File: src/rtl/sio_cfg_pkg.sv
package sio_cfg_pkg;

  localparam int BYTE_W = 8;
  localparam int BASE_W = 16;

  localparam logic [BYTE_W-1:0] KEY_UNLOCK = 8'h87;
  localparam logic [BYTE_W-1:0] KEY_RELOCK = 8'hAA;

  localparam logic [BYTE_W-1:0] IX_DEVNUM  = 8'h07;
  localparam logic [BYTE_W-1:0] IX_CLKCFG  = 8'h24;
  localparam logic [BYTE_W-1:0] IX_ACTIVE  = 8'h30;
  localparam logic [BYTE_W-1:0] IX_BASE_HI = 8'h60;
  localparam logic [BYTE_W-1:0] IX_BASE_LO = 8'h61;

  localparam int CLK48_BIT = 6;

  localparam logic [BYTE_W-1:0] IDLE_READ = 8'hFF;

  typedef enum logic [1:0] {
    LK_LOCKED = 2'd0,
    LK_HALF   = 2'd1,
    LK_OPEN   = 2'd2
  } lock_state_e;

endpackage

File: src/rtl/sio_key_unlock.sv
module sio_key_unlock
  import sio_cfg_pkg::*;
(
  input  logic              clk,
  input  logic              rst_n,
  input  logic              idx_wr,
  input  logic [BYTE_W-1:0] wdata,
  output logic              cfg_open,
  output logic              idx_load
);

  lock_state_e state_q, state_d;
  logic        state_en;

  always_comb begin
    state_d  = state_q;
    state_en = 1'b0;
    idx_load = 1'b0;
    if (idx_wr) begin
      state_en = 1'b1;
      unique case (state_q)
        LK_LOCKED: state_d = (wdata == KEY_UNLOCK) ? LK_HALF : LK_LOCKED;
        LK_HALF:   state_d = (wdata == KEY_UNLOCK) ? LK_OPEN : LK_LOCKED;
        LK_OPEN: begin
          if (wdata == KEY_RELOCK) begin
            state_d = LK_LOCKED;
          end else begin
            state_d  = LK_OPEN;
            idx_load = 1'b1;
          end
        end
        default: state_d = LK_LOCKED;
      endcase
    end
  end

  always_ff @(posedge clk or negedge rst_n) begin
    if (!rst_n) begin
      state_q <= LK_LOCKED;
    end else if (state_en) begin
      state_q <= state_d;
    end
  end

  assign cfg_open = (state_q == LK_OPEN);

endmodule

File: src/rtl/sio_global_regs.sv
module sio_global_regs
  import sio_cfg_pkg::*;
(
  input  logic              clk,
  input  logic              rst_n,
  input  logic              idx_load,
  input  logic              data_wr,
  input  logic [BYTE_W-1:0] wdata,
  output logic [BYTE_W-1:0] idx_q,
  output logic [BYTE_W-1:0] devnum_q,
  output logic [BYTE_W-1:0] clkcfg_q
);

  logic [BYTE_W-1:0] idx_d, devnum_d, clkcfg_d;
  logic              idx_en, devnum_en, clkcfg_en;

  always_comb begin
    idx_en    = idx_load;
    idx_d     = wdata;
    devnum_en = data_wr && (idx_q == IX_DEVNUM);
    devnum_d  = wdata;
    clkcfg_en = data_wr && (idx_q == IX_CLKCFG);
    clkcfg_d  = wdata;
  end

  always_ff @(posedge clk or negedge rst_n) begin
    if (!rst_n) begin
      idx_q <= '0;
    end else if (idx_en) begin
      idx_q <= idx_d;
    end
  end

  always_ff @(posedge clk or negedge rst_n) begin
    if (!rst_n) begin
      devnum_q <= '0;
    end else if (devnum_en) begin
      devnum_q <= devnum_d;
    end
  end

  always_ff @(posedge clk or negedge rst_n) begin
    if (!rst_n) begin
      clkcfg_q <= '0;
    end else if (clkcfg_en) begin
      clkcfg_q <= clkcfg_d;
    end
  end

endmodule

File: src/rtl/sio_ldev_bank.sv
module sio_ldev_bank
  import sio_cfg_pkg::*;
(
  input  logic              clk,
  input  logic              rst_n,
  input  logic              bank_wr,
  input  logic [BYTE_W-1:0] idx,
  input  logic [BYTE_W-1:0] wdata,
  output logic [BYTE_W-1:0] bank_rdata,
  output logic              active,
  output logic [BASE_W-1:0] base_out
);

  logic              act_q, act_d, act_en;
  logic [BYTE_W-1:0] hi_q, hi_d, lo_q, lo_d;
  logic              hi_en, lo_en;
  logic [BASE_W-1:0] out_q, out_d;
  logic              out_en;

  always_comb begin
    act_en = bank_wr && (idx == IX_ACTIVE);
    act_d  = wdata[0];
    hi_en  = bank_wr && (idx == IX_BASE_HI);
    hi_d   = wdata;
    lo_en  = bank_wr && (idx == IX_BASE_LO);
    lo_d   = wdata;
    out_en = !act_q;
    out_d  = {hi_q, lo_q};
  end

  always_ff @(posedge clk or negedge rst_n) begin
    if (!rst_n) begin
      act_q <= 1'b0;
    end else if (act_en) begin
      act_q <= act_d;
    end
  end

  always_ff @(posedge clk or negedge rst_n) begin
    if (!rst_n) begin
      hi_q <= '0;
    end else if (hi_en) begin
      hi_q <= hi_d;
    end
  end

  always_ff @(posedge clk or negedge rst_n) begin
    if (!rst_n) begin
      lo_q <= '0;
    end else if (lo_en) begin
      lo_q <= lo_d;
    end
  end

  always_ff @(posedge clk or negedge rst_n) begin
    if (!rst_n) begin
      out_q <= '0;
    end else if (out_en) begin
      out_q <= out_d;
    end
  end

  always_comb begin
    unique case (idx)
      IX_ACTIVE:  bank_rdata = {{(BYTE_W-1){1'b0}}, act_q};
      IX_BASE_HI: bank_rdata = hi_q;
      IX_BASE_LO: bank_rdata = lo_q;
      default:    bank_rdata = '0;
    endcase
  end

  assign active   = act_q;
  assign base_out = out_q;

endmodule

File: src/rtl/sio_cfg_port.sv
module sio_cfg_port
  import sio_cfg_pkg::*;
#(
  parameter int              ADDR_W       = 16,
  parameter int              NUM_DEV      = 4,
  parameter logic [ADDR_W-1:0] PRI_IDX_ADDR = 16'h004E,
  parameter logic [ADDR_W-1:0] ALT_IDX_ADDR = 16'h002E
) (
  input  logic                      clk,
  input  logic                      rst_n,
  input  logic                      strap_alt,
  input  logic [ADDR_W-1:0]         io_addr,
  input  logic                      io_wr,
  input  logic                      io_rd,
  input  logic [BYTE_W-1:0]         io_wdata,
  output logic [BYTE_W-1:0]         io_rdata,
  output logic [NUM_DEV-1:0]        dev_en,
  output logic [NUM_DEV*BASE_W-1:0] dev_base,
  output logic                      clk48_sel
);

  localparam logic [ADDR_W-1:0] ONE_ADDR = ADDR_W'(1);

  logic [ADDR_W-1:0] idx_addr, dat_addr;
  logic              idx_hit, dat_hit;
  logic              cfg_open, idx_load, data_wr;
  logic [BYTE_W-1:0] idx_q, devnum_q, clkcfg_q;
  logic [BYTE_W-1:0] bank_rd [NUM_DEV];
  logic [BYTE_W-1:0] bank_sel_rd;
  logic              dev_valid;
  logic [BYTE_W-1:0] reg_rd;

  always_comb begin
    idx_addr = strap_alt ? ALT_IDX_ADDR : PRI_IDX_ADDR;
    dat_addr = idx_addr + ONE_ADDR;
    idx_hit  = (io_addr == idx_addr);
    dat_hit  = (io_addr == dat_addr);
    data_wr  = io_wr && dat_hit && cfg_open;
  end

  sio_key_unlock u_key (
    .clk      (clk),
    .rst_n    (rst_n),
    .idx_wr   (io_wr && idx_hit),
    .wdata    (io_wdata),
    .cfg_open (cfg_open),
    .idx_load (idx_load)
  );

  sio_global_regs u_glob (
    .clk      (clk),
    .rst_n    (rst_n),
    .idx_load (idx_load),
    .data_wr  (data_wr),
    .wdata    (io_wdata),
    .idx_q    (idx_q),
    .devnum_q (devnum_q),
    .clkcfg_q (clkcfg_q)
  );

  for (genvar d = 0; d < NUM_DEV; d++) begin : g_bank
    logic sel;
    assign sel = (devnum_q == BYTE_W'(d));
    sio_ldev_bank u_bank (
      .clk        (clk),
      .rst_n      (rst_n),
      .bank_wr    (data_wr && sel),
      .idx        (idx_q),
      .wdata      (io_wdata),
      .bank_rdata (bank_rd[d]),
      .active     (dev_en[d]),
      .base_out   (dev_base[d*BASE_W +: BASE_W])
    );
  end

  always_comb begin
    bank_sel_rd = '0;
    dev_valid   = 1'b0;
    for (int d = 0; d < NUM_DEV; d++) begin
      if (devnum_q == BYTE_W'(d)) begin
        bank_sel_rd = bank_rd[d];
        dev_valid   = 1'b1;
      end
    end
  end

  always_comb begin
    unique case (idx_q)
      IX_DEVNUM:  reg_rd = devnum_q;
      IX_CLKCFG:  reg_rd = clkcfg_q;
      IX_ACTIVE,
      IX_BASE_HI,
      IX_BASE_LO: reg_rd = dev_valid ? bank_sel_rd : '0;
      default:    reg_rd = '0;
    endcase
  end

  always_comb begin
    io_rdata = IDLE_READ;
    if (io_rd && cfg_open) begin
      if (idx_hit) begin
        io_rdata = idx_q;
      end else if (dat_hit) begin
        io_rdata = reg_rd;
      end
    end
  end

  assign clk48_sel = clkcfg_q[CLK48_BIT];

endmodule

File: config.mk
export PLATFORM = sky130hd
export DESIGN_NAME = sio_cfg_port
export DESIGN_NICKNAME = d
export VERILOG_FILES = /design/src/rtl/sio_cfg_pkg.sv /design/src/rtl/sio_key_unlock.sv /design/src/rtl/sio_global_regs.sv /design/src/rtl/sio_ldev_bank.sv /design/src/rtl/sio_cfg_port.sv
export SDC_FILE = /design/constraint.sdc
export NUM_CORES = 1
export LEC_CHECK = 0
export BUFFER_PORTS_ARGS = -buffer_cell sky130_fd_sc_hd__clkbuf_2
export CAP_MARGIN = 20
export CORE_ASPECT_RATIO = 0.7
export CORE_MARGIN = 4
export CORE_UTILIZATION = 45
export CTS_BUF_LIST = sky130_fd_sc_hd__clkbuf_8
export DETAILED_ROUTE_END_ITERATION = 12
export HOLD_SLACK_MARGIN = 0.02
export PLACE_DENSITY = 0.66
export SYNTH_ARGS = -nofsm -noshare
export SYNTH_HDL_FRONTEND = slang
export SYNTH_HIERARCHICAL = 1
export SYNTH_SLANG_ARGS = --single-unit
File: constraint.sdc
create_clock -name clk -period 4.51 [get_ports clk]
set_input_delay 0.902 -clock clk [delete_from_list [all_inputs] [get_ports clk]]
set_output_delay 0.902 -clock clk [all_outputs]
set_load 0.05 [all_outputs]
## After elaboration in Yosys (flattened, before gate mapping)

Index checks and enable logic that the tools add are counted.

- $lt $le $gt $ge: 0
- Bitwise gates (word level): 0
- Muxes and demuxes: 26
- Equality and inequality tests: 14
- Divide/modulo/power cells: 0
- Shifts and indexed selects: 0
- Reduce and logical (&&, ||, !) cells: 26
- $add $sub $neg: 1
- $mul: 0

Operators with widths:

| cell | number |
|---|---|
| one-hot mux 8 bit (3 select lines) | 5 |
| 2-to-1 mux 8 bit | 8 |
| logical AND 1 bit | 22 |
| == test 16 x 7 -> 1 bit | 1 |
| == test 16 x 8 -> 1 bit | 1 |
| == test 8 x 2 -> 1 bit (second input constant) | 2 |
| == test 8 x 6 -> 1 bit (second input constant) | 2 |
| == test 8 x 7 -> 1 bit (second input constant) | 2 |
| == test 8 bit (second input constant) | 2 |
| 2-to-1 mux 1 bit | 9 |
| adder 7 x 1 -> 8 bit (second input constant) | 1 |
| == test 8 x 1 -> 1 bit (second input constant) | 1 |
| == test 8 x 3 -> 1 bit (second input constant) | 1 |
| zero test 8 bit | 1 |
| 2-to-1 mux 7 bit | 1 |
| one-hot mux 2 bit (3 select lines) | 1 |
| 2-to-1 mux 2 bit | 2 |
| OR reduction 3 bit | 1 |
| == test 2 x 1 -> 1 bit (second input constant) | 1 |
| == test 2 bit (second input constant) | 1 |
| zero test 2 bit | 1 |
| AND reduction 2 bit | 1 |

- Bits in latches: 0
- Word-level logic and storage cells: 87
- Register bits: 158
- Bits in read-only memories: 0
- Memories: 0
- Bits in writable memories: 0
- Input bits: 29

## Depth between registers and ports, before layout

Gate-level depths: netlist (run 1).

- Depth after elaboration: 11
- Gate-level depth with buffers: 8

## By module

The synthesis (run 1) kept the hierarchy.

Modules (own cells, without submodules):

| module | cells an instance | area each (sq um) | times used |
|---|---|---|---|
| sio_ldev_bank | 88 | 1397.6 | 4 |
| sio_global_regs | 55 | 939.7 | 1 |
| sio_cfg_port | 89 | 778.2 | 1 |
| sio_key_unlock | 13 | 135.1 | 1 |

## Least setup slack after synthesis (run 1)

OpenSTA, ideal clock, no wires.

- Path type: register to output
- From: reg u_glob.idx_q[0]
- To: out io_rdata[0]
- Setup slack: 0.789 ns
- Data arrival time: 2.819 ns
- Stages on the path, launching flop included: 8
- Required time: 3.608 ns
- Path buffers: 1
- Cell sequence: dfrtp_1 > nor4_4 > and2_2 > buf_6 > a221o_1 > mux4_2 > a311o_1 > a211o_1

RTL lines:

| what | line | source |
|---|---|---|
| start, declared | sio_global_regs.sv:9 | `output logic [BYTE_W-1:0] idx_q,` |
| start signal, assigned | sio_global_regs.sv:30 | `idx_q <= idx_d;` |
| end, declared | sio_cfg_port.sv:16 | `output logic [BYTE_W-1:0] io_rdata,` |

==> impl_results.md, run 1 <==
* Distinct cell type count after synthesis at 44
* Area grow syn2layout at 15.1%
* Site Rows at 39
* Pins Over Slew Limit at 0
* DIE HEIGHT at 116 um
* Mapped Area at between 7000 and 8000 sq um
* DP HPWL at approximately 13,000 um
* Number of synthesized flops with an enable pin at 0
* Final hold vios at 0
* CP max stage delay at ~0.77 ns
* CP top delay family: compound AO/OA/AOI/OAI gates
* GP Congestion at around 0.84
* Vias in the first global route at 5,151
* Finished Layout Cells at 854
* DRT antenna net count at 0
* Synth Flop Type: dfrtp_1
* Net count after synthesis at 538
* IO Port Bufs at 105
* Worst Hold Class: input port to asynchronous set/reset pin
* Crit path time final at 4.32 ns
* Die ar. at 18,700 sq um
* Kind of start point of the critical path: register
* DIE WIDTH at 162 um
* Clk root buf: clkbuf_8
* Clk_skew at 0.0174 ns
* Warnings, synthesis at 6
* #FFs+latches synth at 158
* Sequential element share of the synthesized area at 53.1%
* NumNets Final at around 650
* Commonest cells in the netlist: dfrtp_1, mux2_2, a22o_1
* CTS tree: done
* Maximum buffer depth of the clock tree at 2
* DR vias/cell at 5.65
* Core ar. at 16,200 sq um
* DRT Pass-1 Iters at 5
* Crit path required time at about 3.6 ns
* Max rail drop VDD at around 0.14 mV
* Global-route wire length before repair at 29,400 um
* Crit path max fanout at 12
* CTS buffer count at 17
* Slew @ Worst Pin at 0.740 ns
* Max Cap Viol at 0
* Detailed-route DRC error count at 0
* H-tree level count at 4
* CP Class: register to output port
* Overflow after GRT at 0
* Fraction of layout instances using a drive strength above 1 at 55.8%
* Setup violators final at 0
* Status: completed
* Avg Inst Size Synth at 14.6 sq um
* CP Data Arrival Time at approximately 3.4 ns
* Post-route setup TNS at 0 ns
* Cells after DPL at 822
* Fmax at 232 MHz
* Clock sink total at 158
* Tot GR Track Use at about a fifth
* RSZ-0062 raised after global routing: false
* Dominant cell type by area after synthesis: dfrtp_1
* LEAKAGE at 0.00428 uW
* Pin count of the biggest net entering global routing at 81
* Skew-Pair Late Insertion Delay at 0.46 ns
* P per Cell Area at between 200 and 300 nW/um^2
* Most frequent cell after synthesis: dfrtp_1
* Worst Setup End Kind: output port
* Clk pin slew, worst setup/hold paths at 0.08 ns
* I/O pin cnt at 106
* Slowest stage cell, crit path: dfrtp_1
* Synth top area cells: dfrtp_1, mux2_2, a22o_1
* Cell Chain, Critical Path: nor4_4, and2_2, a221o_1, mux4_2, a311o_1, a211o_1, clkbuf_2
* Setup Fix Bufs, Post-CTS at 0
* Cells after synthesis at ~510
* Initial antenna violation count at 0
* Worst slew margin at 50.7%
* Initial core utilization at 45.8%
* Final wirelength at ~18,000 um
* Initial DRC count at 281
* Total Power at 2510 uW
* Asr flop ratio synth at 100%
* Post-synth top area share at 53.1%
* ANT cells at 0
* Via count at 4,823
* Buf/Inv on CP at 1
* Final period util at a little over nine tenths
* Hold-fix buffer count after cts at 0
* Routed WL per cell at 21.6 um
-- per-stage QoR --
step / cell area, sq um / utilization, % / setup WS [ns] / hold WS [ns]
6_report: 8570 / 52.7 / 0.191 / 0.454
2_1_floorplan: 7440 / - / 0.789 / 0.470
5_1_grt: 8570 / 52.7 / 0.0424 / 0.495
3_3_place_gp: 8180 / 50.3 / 0.551 / 0.488
4_1_cts: 8560 / 52.7 / 0.103 / 0.477
3_5_place_dp: 8180 / 50.3 / 0.493 / 0.491
-- cells in the final DEF, fill, tap and decap left out, types with 4 or more instances in the layout --
cell type	Yosys	layout
a221o_1	5	5
a22o_1	34	34
a32oi_1	7	7
and2_2	4	4
and3_2	9	9
and4bb_4	4	4
buf_4	0	4
clkbuf_2	0	104
clkbuf_8	0	18
dfrtp_1	158	155
inv_1	11	14
inv_6	0	5
mux2_2	157	157
mux4_2	8	8
nand3_1	19	19
nand3_2	4	4
nand4_2	6	6
nor2_1	6	6
nor2b_1	5	5
nor3_1	4	4
nor4_2	6	6
nor4_4	4	4
nor4bb_1	5	5
-- sequential cells by signal, summed over array words and instances (netlist names) --
signal / count
g_bank.u_bank/lo_q: 32
u_key/state_q: 2
u_glob/clkcfg_q: 8
g_bank.u_bank/hi_q: 32
g_bank.u_bank/active: 4
u_glob/idx_q: 8
u_glob/devnum_q: 8
g_bank.u_bank/base_out: 64
-- power breakdown --
part | internal [uW] | switching, uW | total, uW
Combinational | 14.2 | 53.2 | 67.4
Clock | 507 | 524 | 1030
Sequential | 1420 | 0.00107 | 1420
-- cell families (layout without fill, tap and decap cells) --
family,Yosys count,count (layout),share of synthesized area (%)
multiplexers,165,165,26.2
flip-flops,158,158,53.1
AND/OR/NAND/NOR,98,98,11.9
AO/OA/AOI/OAI,55,55,6.54
buffers and inverters,33,153,2.30
-- path summary, 6_finish.rpt --
kind / startpoint / endpoint / slack (ns) / depth (start not counted)
setup / recovery: u_glob/idx_q[0] / io_rdata[0] / 0.19 / 7
hold / removal: rst_n / g_bank[1].u_bank/base_out[3] / 0.45 / 1
setup reg to reg: u_glob/devnum_q[6] / g_bank[3].u_bank/lo_q[6] / 1.65 / 6
hold reg to reg: g_bank[0].u_bank/base_out[13] / g_bank[0].u_bank/base_out[13] / 0.51 / 1
max in group asynchronous: rst_n / g_bank[2].u_bank/lo_q[4] / 3.17 / 2
min in group clk: g_bank[0].u_bank/base_out[13] / g_bank[0].u_bank/base_out[13] / 0.51 / 1
-- repair_timing --
item | in CTS | in global routing
pin swaps | 0 | 0
gates cloned | 0 | 0
resized for setup | 1 | 2
endpoints found under the setup margin | 1 | 1
-- per-layer routing --
| layer | part of all wire, % | global-route usage, % | vias up | wire, um |
|---|---|---|---|---|
| met1 | 46 | 29.7 | 2473 | 8590 |
| met5 | 0 | 0 | - | 0 |
| met4 | 0.96 | 5.75 | 0 | 177 |
| met3 | 8.1 | 5.69 | 15 | 1500 |
| met2 | 44 | 31.3 | 151 | 8220 |
| li1 | - | - | 2184 | - |
-- final cells by class --
cell class,instances,area [sq um]
fill,1399,7680
sequential,158,3960
multi-input combinational,318,3320
timing repair buffer,110,582
tap,225,282
clock buffer,18,248
clock inverter,14,139
inverter,11,41.3
No activity file was read; power rests on OpenSTA's default activity.
==> inputs of run 2 (changes only) <==
--- a/config.mk
+++ b/config.mk
@@ -7,13 +7,15 @@
 export LEC_CHECK = 0
 export BUFFER_PORTS_ARGS = -buffer_cell sky130_fd_sc_hd__clkbuf_2
 export CAP_MARGIN = 20
+export CELL_PAD_IN_SITES_DETAIL_PLACEMENT = 2
+export CELL_PAD_IN_SITES_GLOBAL_PLACEMENT = 2
 export CORE_ASPECT_RATIO = 0.7
 export CORE_MARGIN = 4
-export CORE_UTILIZATION = 45
+export CORE_UTILIZATION = 42
 export CTS_BUF_LIST = sky130_fd_sc_hd__clkbuf_8
 export DETAILED_ROUTE_END_ITERATION = 12
 export HOLD_SLACK_MARGIN = 0.02
-export PLACE_DENSITY = 0.66
+export PLACE_DENSITY = 0.83
 export SYNTH_ARGS = -nofsm -noshare
 export SYNTH_HDL_FRONTEND = slang
 export SYNTH_HIERARCHICAL = 1
==> impl_results.md, run 2 (synthesis gave the netlist of run 1 again) <==
* Clock power share at 42.6% (+1.6 points)
* Routed WL per cell at 26.0 um (+20%)
* Max rail drop VDD at 0.207 mV (+50%)
* Slowest stage cell, crit path: dfrtp_1
* Register-to-register setup slack at 1.49 ns (-0.16 ns)
* Setup violators final at 0 (unchanged)
* Max reg flops at 64 (unchanged)
* Maximum buffer depth of the clock tree at 2 (unchanged)
* Global-route wire length before repair at 35,200 um (+20%)
* Register share of total power at 54.7% (-1.6 points)
* Clk root buf: clkbuf_8
* Commonest non-fill, non-tap cells in the layout: mux2_2, dfrtp_1, clkbuf_2, a22o_1, nand3_1
* Skew-Pair Late Insertion Delay at 0.46 ns (about the same)
* Fmax at 227 MHz (-1.7%)
* DR vias/cell at 5.85 (+3.6%)
* Clock sink total at 158 (unchanged)
* CP Data Arrival Time at 3.49 ns (+0.07 ns)
* Final period util at 97.5% (+1.7 points)
* DRT Pass-1 Iters at 6 (+1)
* Pins Over Slew Limit at 0 (unchanged)
* NumNets Final at 646 (+0.16%)
* Crit path max fanout at 13 (+1)
* Final wirelength at 22,400 um (+21%)
* DIE WIDTH at 167 um (+3.3%)
* Slew @ Worst Pin at 0.836 ns (+0.0961 ns)
* CP Class: register to output port
* Sw Ratio at 23.0% (+0.054 points)
* Kind of start point of the critical path: register
* # fillers at 1,637 (+17%)
* CTS buffer count at 17 (unchanged)
* Core ar. at 17,300 sq um (+6.3%)
* CTS tree: done
* IO Port Bufs at 105 (unchanged)
* Area grow syn2layout at 15.7%
* Die ar. at 20,000 sq um (+6.7%)
* Worst Setup End Kind: output port
* Fraction of layout instances using a drive strength above 1 at 55.9% (+0.070 points)
* Initial antenna violation count at 1 (+1)
* Clk pin slew, worst setup/hold paths at 0.09 ns (about the same)
* Clk_skew at 0.0114 ns (-0.00602 ns)
* DP HPWL at 15,700 um (+18%)
* DIE HEIGHT at 119 um (+3.3%)
* Crit path time final at 4.40 ns (+0.0769 ns)
* Initial core utilization at 43.1% (-2.7 points)
* Max Cap Viol at 0 (unchanged)
* Commonest non-fill, non-tap cell in the layout: mux2_2
* Worst hold slack at 0.445 ns (-0.00808 ns)
* Overflow after GRT at 0 (unchanged)
* RSZ-0062 raised after global routing: false
* Status: completed
* Pin count of the biggest net entering global routing at 90 (+11%)
* LEAKAGE at 0.00429 uW (+0.17%)
* Tot GR Track Use at 22.9% (+2.2 points)
* CP max stage delay at 0.79 ns (+0.02 ns)
* P_int at 1990 uW (+2.9%)
* Initial DRC count at 354 (+26%)
* Worst slew margin at 44.3% (-6.4 points)
* DRT antenna net count at 0 (unchanged)
* GP Congestion at 0.845 (+0.39%)
* Post-route setup TNS at 0 ns (unchanged)
* Via count at 5,045 (+4.6%)
* Crit path required time at 3.61 ns (about the same)
* Vias in the first global route at 5,698 (+11%)
* P per Cell Area at 300 nW/um^2 (+2.4%)
* H-tree level count at 4 (unchanged)
* Switching pwr at 595 uW (+3.2%)
* I/O pin cnt at 106 (unchanged)
* Cell Chain, Critical Path: nor3_1, and3_2, a221o_1, mux4_2, a311o_1, a211o_1, clkbuf_2
* Detailed-route DRC error count at 0 (unchanged)
* Worst Hold Class: input port to asynchronous set/reset pin
* Site Rows at 40 (+2.6%)
* Finished Core Util at 49.9% (-2.9 points)
* Final hold vios at 0 (unchanged)
* Logic pwr share at 2.7% (about the same)
==> run 2: cell types whose count changed in the layout (fill, tap and decap cells not counted) <==
cell        previous run  this run
clkinvlp_4             0         2
inv_6                  5         3
buf_4                  4         5
bufinv_16              2         3
clkinv_2               3         2
clkinv_4               1         2
dfrtp_1              155       156
dfrtp_2                3         2
diode_2                0         1
inv_1                 14        13
==> run 2: timing repair <==
item	CTS	global route
buffers inserted	0	0
resized for setup	1	1
hold buffers	0	0
setup endpoints to repair	1	1
==> run 2: layout make-up <==
class	count	area [sq um]	share of cell area [%]
inverters	11	41.3	0.480
repair buffers	111	589	6.84
flip-flops and latches	158	3960	45.9
multi-input cells	318	3320	38.5
diodes	1	2.50	0.0291
clock buffers	18	248	2.88
well taps	231	289	3.36
clock inverters	14	166	1.93
==> run 2: through the flow <==
step / instances / area (sq um) / setup slack [ns] / total power, uW
finish: 862 / 8610 / 0.114 / 2590
global route: 861 / 8610 / 0.0164 / 2690
CTS: 861 / 8610 / 0.0302 / 2620
detailed placement: 829 / 8190 / 0.457 / 1520
global placement: 829 / 8190 / 0.573 / 1510
floorplan: 509 / 7440 / 0.789 / 1450
==> run 2: critical path: cells and delay by family, from the launching register on <==
| kind | cells | cell delay (ns) |
|---|---|---|
| flops | 1 | 0.79 |
| mux | 1 | 0.50 |
| compound gates | 3 | 1.01 |
| buf+inv | 1 | 0.24 |
| simple gates | 2 | 0.50 |
==> run 2: power by group through the flow <==
| stage | registers (uW) | clock network, uW | logic [uW] |
|---|---|---|---|
| floorplan | 1440 | 0 | 4.76 |
| global route | 1420 | 1200 | 79.5 |
| global placement | 1440 | 0 | 67.8 |
| detailed placement | 1440 | 0 | 72.4 |
| CTS | 1420 | 1130 | 72.8 |
| finish | 1420 | 1100 | 70.5 |
==> run 2: worst paths after layout <==
check	startpoint	end	cells past startpoint
max in group asynchronous	rst_n	g_bank[3].u_bank/base_out[1]	2
worst max-delay path	u_glob/idx_q[2]	io_rdata[0]	7
worst min-delay path	rst_n	g_bank[1].u_bank/base_out[2]	1
worst min register to register	g_bank[1].u_bank/base_out[15]	g_bank[1].u_bank/base_out[15]	1
worst max register to register	u_glob/devnum_q[6]	g_bank[2].u_bank/lo_q[5]	6
min in group clk	g_bank[1].u_bank/base_out[15]	g_bank[1].u_bank/base_out[15]	1
==> run 2: per-layer routing <==
metal | track usage [%] | up-vias | routed length (um)
met3 | 4.38 | 25 | 1200
met4 | 5.72 | 0 | 351
met1 | 30.6 | 2704 | 9750
li1 | - | 2183 | -
met5 | 0 | - | 0
met2 | 38.6 | 133 | 11100
==> inputs of run 3 (changes only) <==
--- a/config.mk
+++ b/config.mk
@@ -12,10 +12,11 @@
 export CORE_ASPECT_RATIO = 0.7
 export CORE_MARGIN = 4
 export CORE_UTILIZATION = 42
-export CTS_BUF_LIST = sky130_fd_sc_hd__clkbuf_8
+export CTS_BUF_LIST = sky130_fd_sc_hd__clkbuf_4 sky130_fd_sc_hd__clkbuf_8
 export DETAILED_ROUTE_END_ITERATION = 12
 export HOLD_SLACK_MARGIN = 0.02
 export PLACE_DENSITY = 0.83
+export SKIP_CTS_REPAIR_TIMING = 1
 export SYNTH_ARGS = -nofsm -noshare
 export SYNTH_HDL_FRONTEND = slang
 export SYNTH_HIERARCHICAL = 1
==> impl_results.md, run 3 (synthesis gave the netlist of run 1 again) <==
* Status: completed
* Site Rows at 40 (unchanged)
* IO Port Bufs at 105 (unchanged)
* DRT Pass-1 Iters at 4 (-2)
* Cell Chain, Critical Path: nor3_1, and3_2, a221o_1, mux4_2, a311o_1, a211o_1, clkbuf_2
* # fillers at 1,637 (unchanged)
* Vias in the first global route at 5,664 (-0.60%)
* Tot GR Track Use at 23.0% (+0.12 points)
* Commonest non-fill, non-tap cell in the layout: mux2_2
* Pin count of the biggest net entering global routing at 90 (unchanged)
* CP Data Arrival Time at 3.50 ns (about the same)
* DIE WIDTH at 167 um (unchanged)
* Clk_skew at 0.0112 ns (-0.000198 ns)
* Slowest stage cell, crit path: dfrtp_1
* Worst Setup End Kind: output port
* DP HPWL at 15,700 um (unchanged)
* Crit path time final at 4.40 ns (+0.00669 ns)
* Maximum buffer depth of the clock tree at 2 (unchanged)
* Worst hold slack at 0.447 ns (+0.00138 ns)
* Area of all placed cells without fillers at 8620 sq um (about the same)
* Via count at 4,999 (-0.91%)
* Fmax at 227 MHz (-0.15%)
* Final WS setup at 0.107 ns (-0.00670 ns)
* ANT cells at 0 (-1)
* DRT antenna net count at 0 (unchanged)
* Detailed-route DRC error count at 0 (unchanged)
* Sequential Area at 3960 sq um (unchanged)
* Global-route wire length before repair at 35,300 um (+0.29%)
* CP top delay family: compound AO/OA/AOI/OAI gates
* Fraction of layout instances using a drive strength above 1 at 56.2% (+0.32 points)
* P_int at 2010 uW (+0.84%)
* Sw Ratio at 23.0% (-0.040 points)
* Area taken by multi-input logic gates at 3320 sq um (unchanged)
* GP Congestion at 0.845 (unchanged)
* Max reg flops at 64 (unchanged)
* Initial DRC count at 405 (+14%)
* Overflow after GRT at 0 (unchanged)
* Finished Layout Cells at 861 (-0.12%)
* CP max stage delay at 0.79 ns (about the same)
* DIE HEIGHT at 119 um (unchanged)
* Final hold vios at 0 (unchanged)
* Die ar. at 20,000 sq um (unchanged)
* RSZ-0062 raised after global routing: false
* Max rail drop VDD at 0.207 mV (about the same)
* Clock sink total at 158 (unchanged)
* Total Power at 2610 uW (+0.78%)
* P per Cell Area at 303 nW/um^2 (+0.73%)
* Clk pin slew, worst setup/hold paths at 0.08 ns (about the same)
* Setup violators final at 0 (unchanged)
* Commonest non-fill, non-tap cells in the layout: mux2_2, dfrtp_1, clkbuf_2, a22o_1, nand3_1
* CTS tree: done
* Initial core utilization at 43.1% (unchanged)
* Kind of start point of the critical path: register
* Pins Over Slew Limit at 0 (unchanged)
* Core ar. at 17,300 sq um (unchanged)
* Switching pwr at 599 uW (+0.61%)
* Buf/Inv on CP at 1 (unchanged)
* H-tree level count at 4 (unchanged)
* Area grow syn2layout at 15.8% (about the same)
* LEAKAGE at 0.00428 uW (about the same)
* CTS buffer count at 17 (unchanged)
* Initial antenna violation count at 1 (unchanged)
* CP Class: register to output port
* I/O pin cnt at 106 (unchanged)
* Place WS at 0.457 ns (unchanged)
* Crit path max fanout at 13 (unchanged)
* Skew-Pair Late Insertion Delay at 0.45 ns (about the same)
* Clk root buf: clkbuf_8
* Max Cap Viol at 0 (unchanged)
* Worst slew margin at 45.3% (+0.98 points)
* Register share of total power at 54.3% (-0.4 points)
* Register-to-register setup slack at 1.46 ns (-0.03 ns)
* Routed WL per cell at 26.0 um (+0.25%)
* Slew @ Worst Pin at 0.821 ns (-0.0147 ns)
* Cells after DPL at 829 (unchanged)
* Crit path required time at 3.61 ns (about the same)
* DR vias/cell at 5.81 (-0.80%)
* Worst Hold Class: input port to asynchronous set/reset pin
* NumNets Final at 646 (unchanged)
* DP Area at 8190 sq um (unchanged)
* Clock power share at 43.0% (+0.4 points)
* Final wirelength at 22,400 um (+0.13%)
* Final period util at 97.6% (+0.15 points)
* Logic pwr share at 2.7% (about the same)
==> run 3: cell count changes in the layout (fill, tap and decap cells not counted) <==
cell / before / now
diode_2: 1 / 0
clkbuf_4: 0 / 2
inv_1: 13 / 11
==> run 3: path summary, 6_finish.rpt <==
kind                                               start                             to  cells past startpoint
setup / recovery                         u_glob/idx_q[2]                    io_rdata[0]                      7
hold / removal                                     rst_n   g_bank[1].u_bank/base_out[2]                      1
setup reg to reg                      u_glob/devnum_q[6]       g_bank[2].u_bank/lo_q[5]                      6
hold reg to reg            g_bank[1].u_bank/base_out[15]  g_bank[1].u_bank/base_out[15]                      1
max in group asynchronous                          rst_n   g_bank[3].u_bank/base_out[1]                      2
min in group clk           g_bank[1].u_bank/base_out[15]  g_bank[1].u_bank/base_out[15]                      1
==> run 3: power by group through the flow <==
| stage | Combinational, uW | Sequential (uW) | Clock, uW |
|---|---|---|---|
| after global placement | 67.8 | 1440 | 0 |
| after detailed placement | 72.4 | 1440 | 0 |
| after floorplan | 4.76 | 1440 | 0 |
| final | 70.4 | 1420 | 1120 |
| after global routing | 79.5 | 1420 | 1220 |
| after CTS | 72.8 | 1420 | 1150 |
==> run 3: cell type report <==
cell class	instances	area share, %
timing repair buffer	111	6.84
inverter	11	0.479
clock inverter	12	1.84
tap	231	3.35
sequential	158	45.9
clock buffer	20	3.05
multi-input combinational	318	38.5
==> run 3: through the flow <==
step | util [%] | setup TNS, ns
2_1_floorplan | - | 0
3_3_place_gp | 47.4 | 0
3_5_place_dp | 47.4 | 0
4_1_cts | 49.9 | -0.0899
5_1_grt | 49.9 | 0
6_report | 49.9 | 0
==> run 3: metal layers <==
metal,vias to the layer above,track usage (%),share of wire (%)
li1,2175,-,-
met1,2680,30.8,45
met2,118,38.8,50
met3,26,4.38,4.0
met4,0,5.72,1.5
met5,-,0,0
==> run 3: worst reg2reg max path: stages, from the launching register on <==
cell	delay [ns]
dfrtp_1	0.41
or4_4	0.56
nor3_4	0.42
nand4_4	0.22
nor4_2	0.48
nand4_2	0.43
mux2_2	0.41
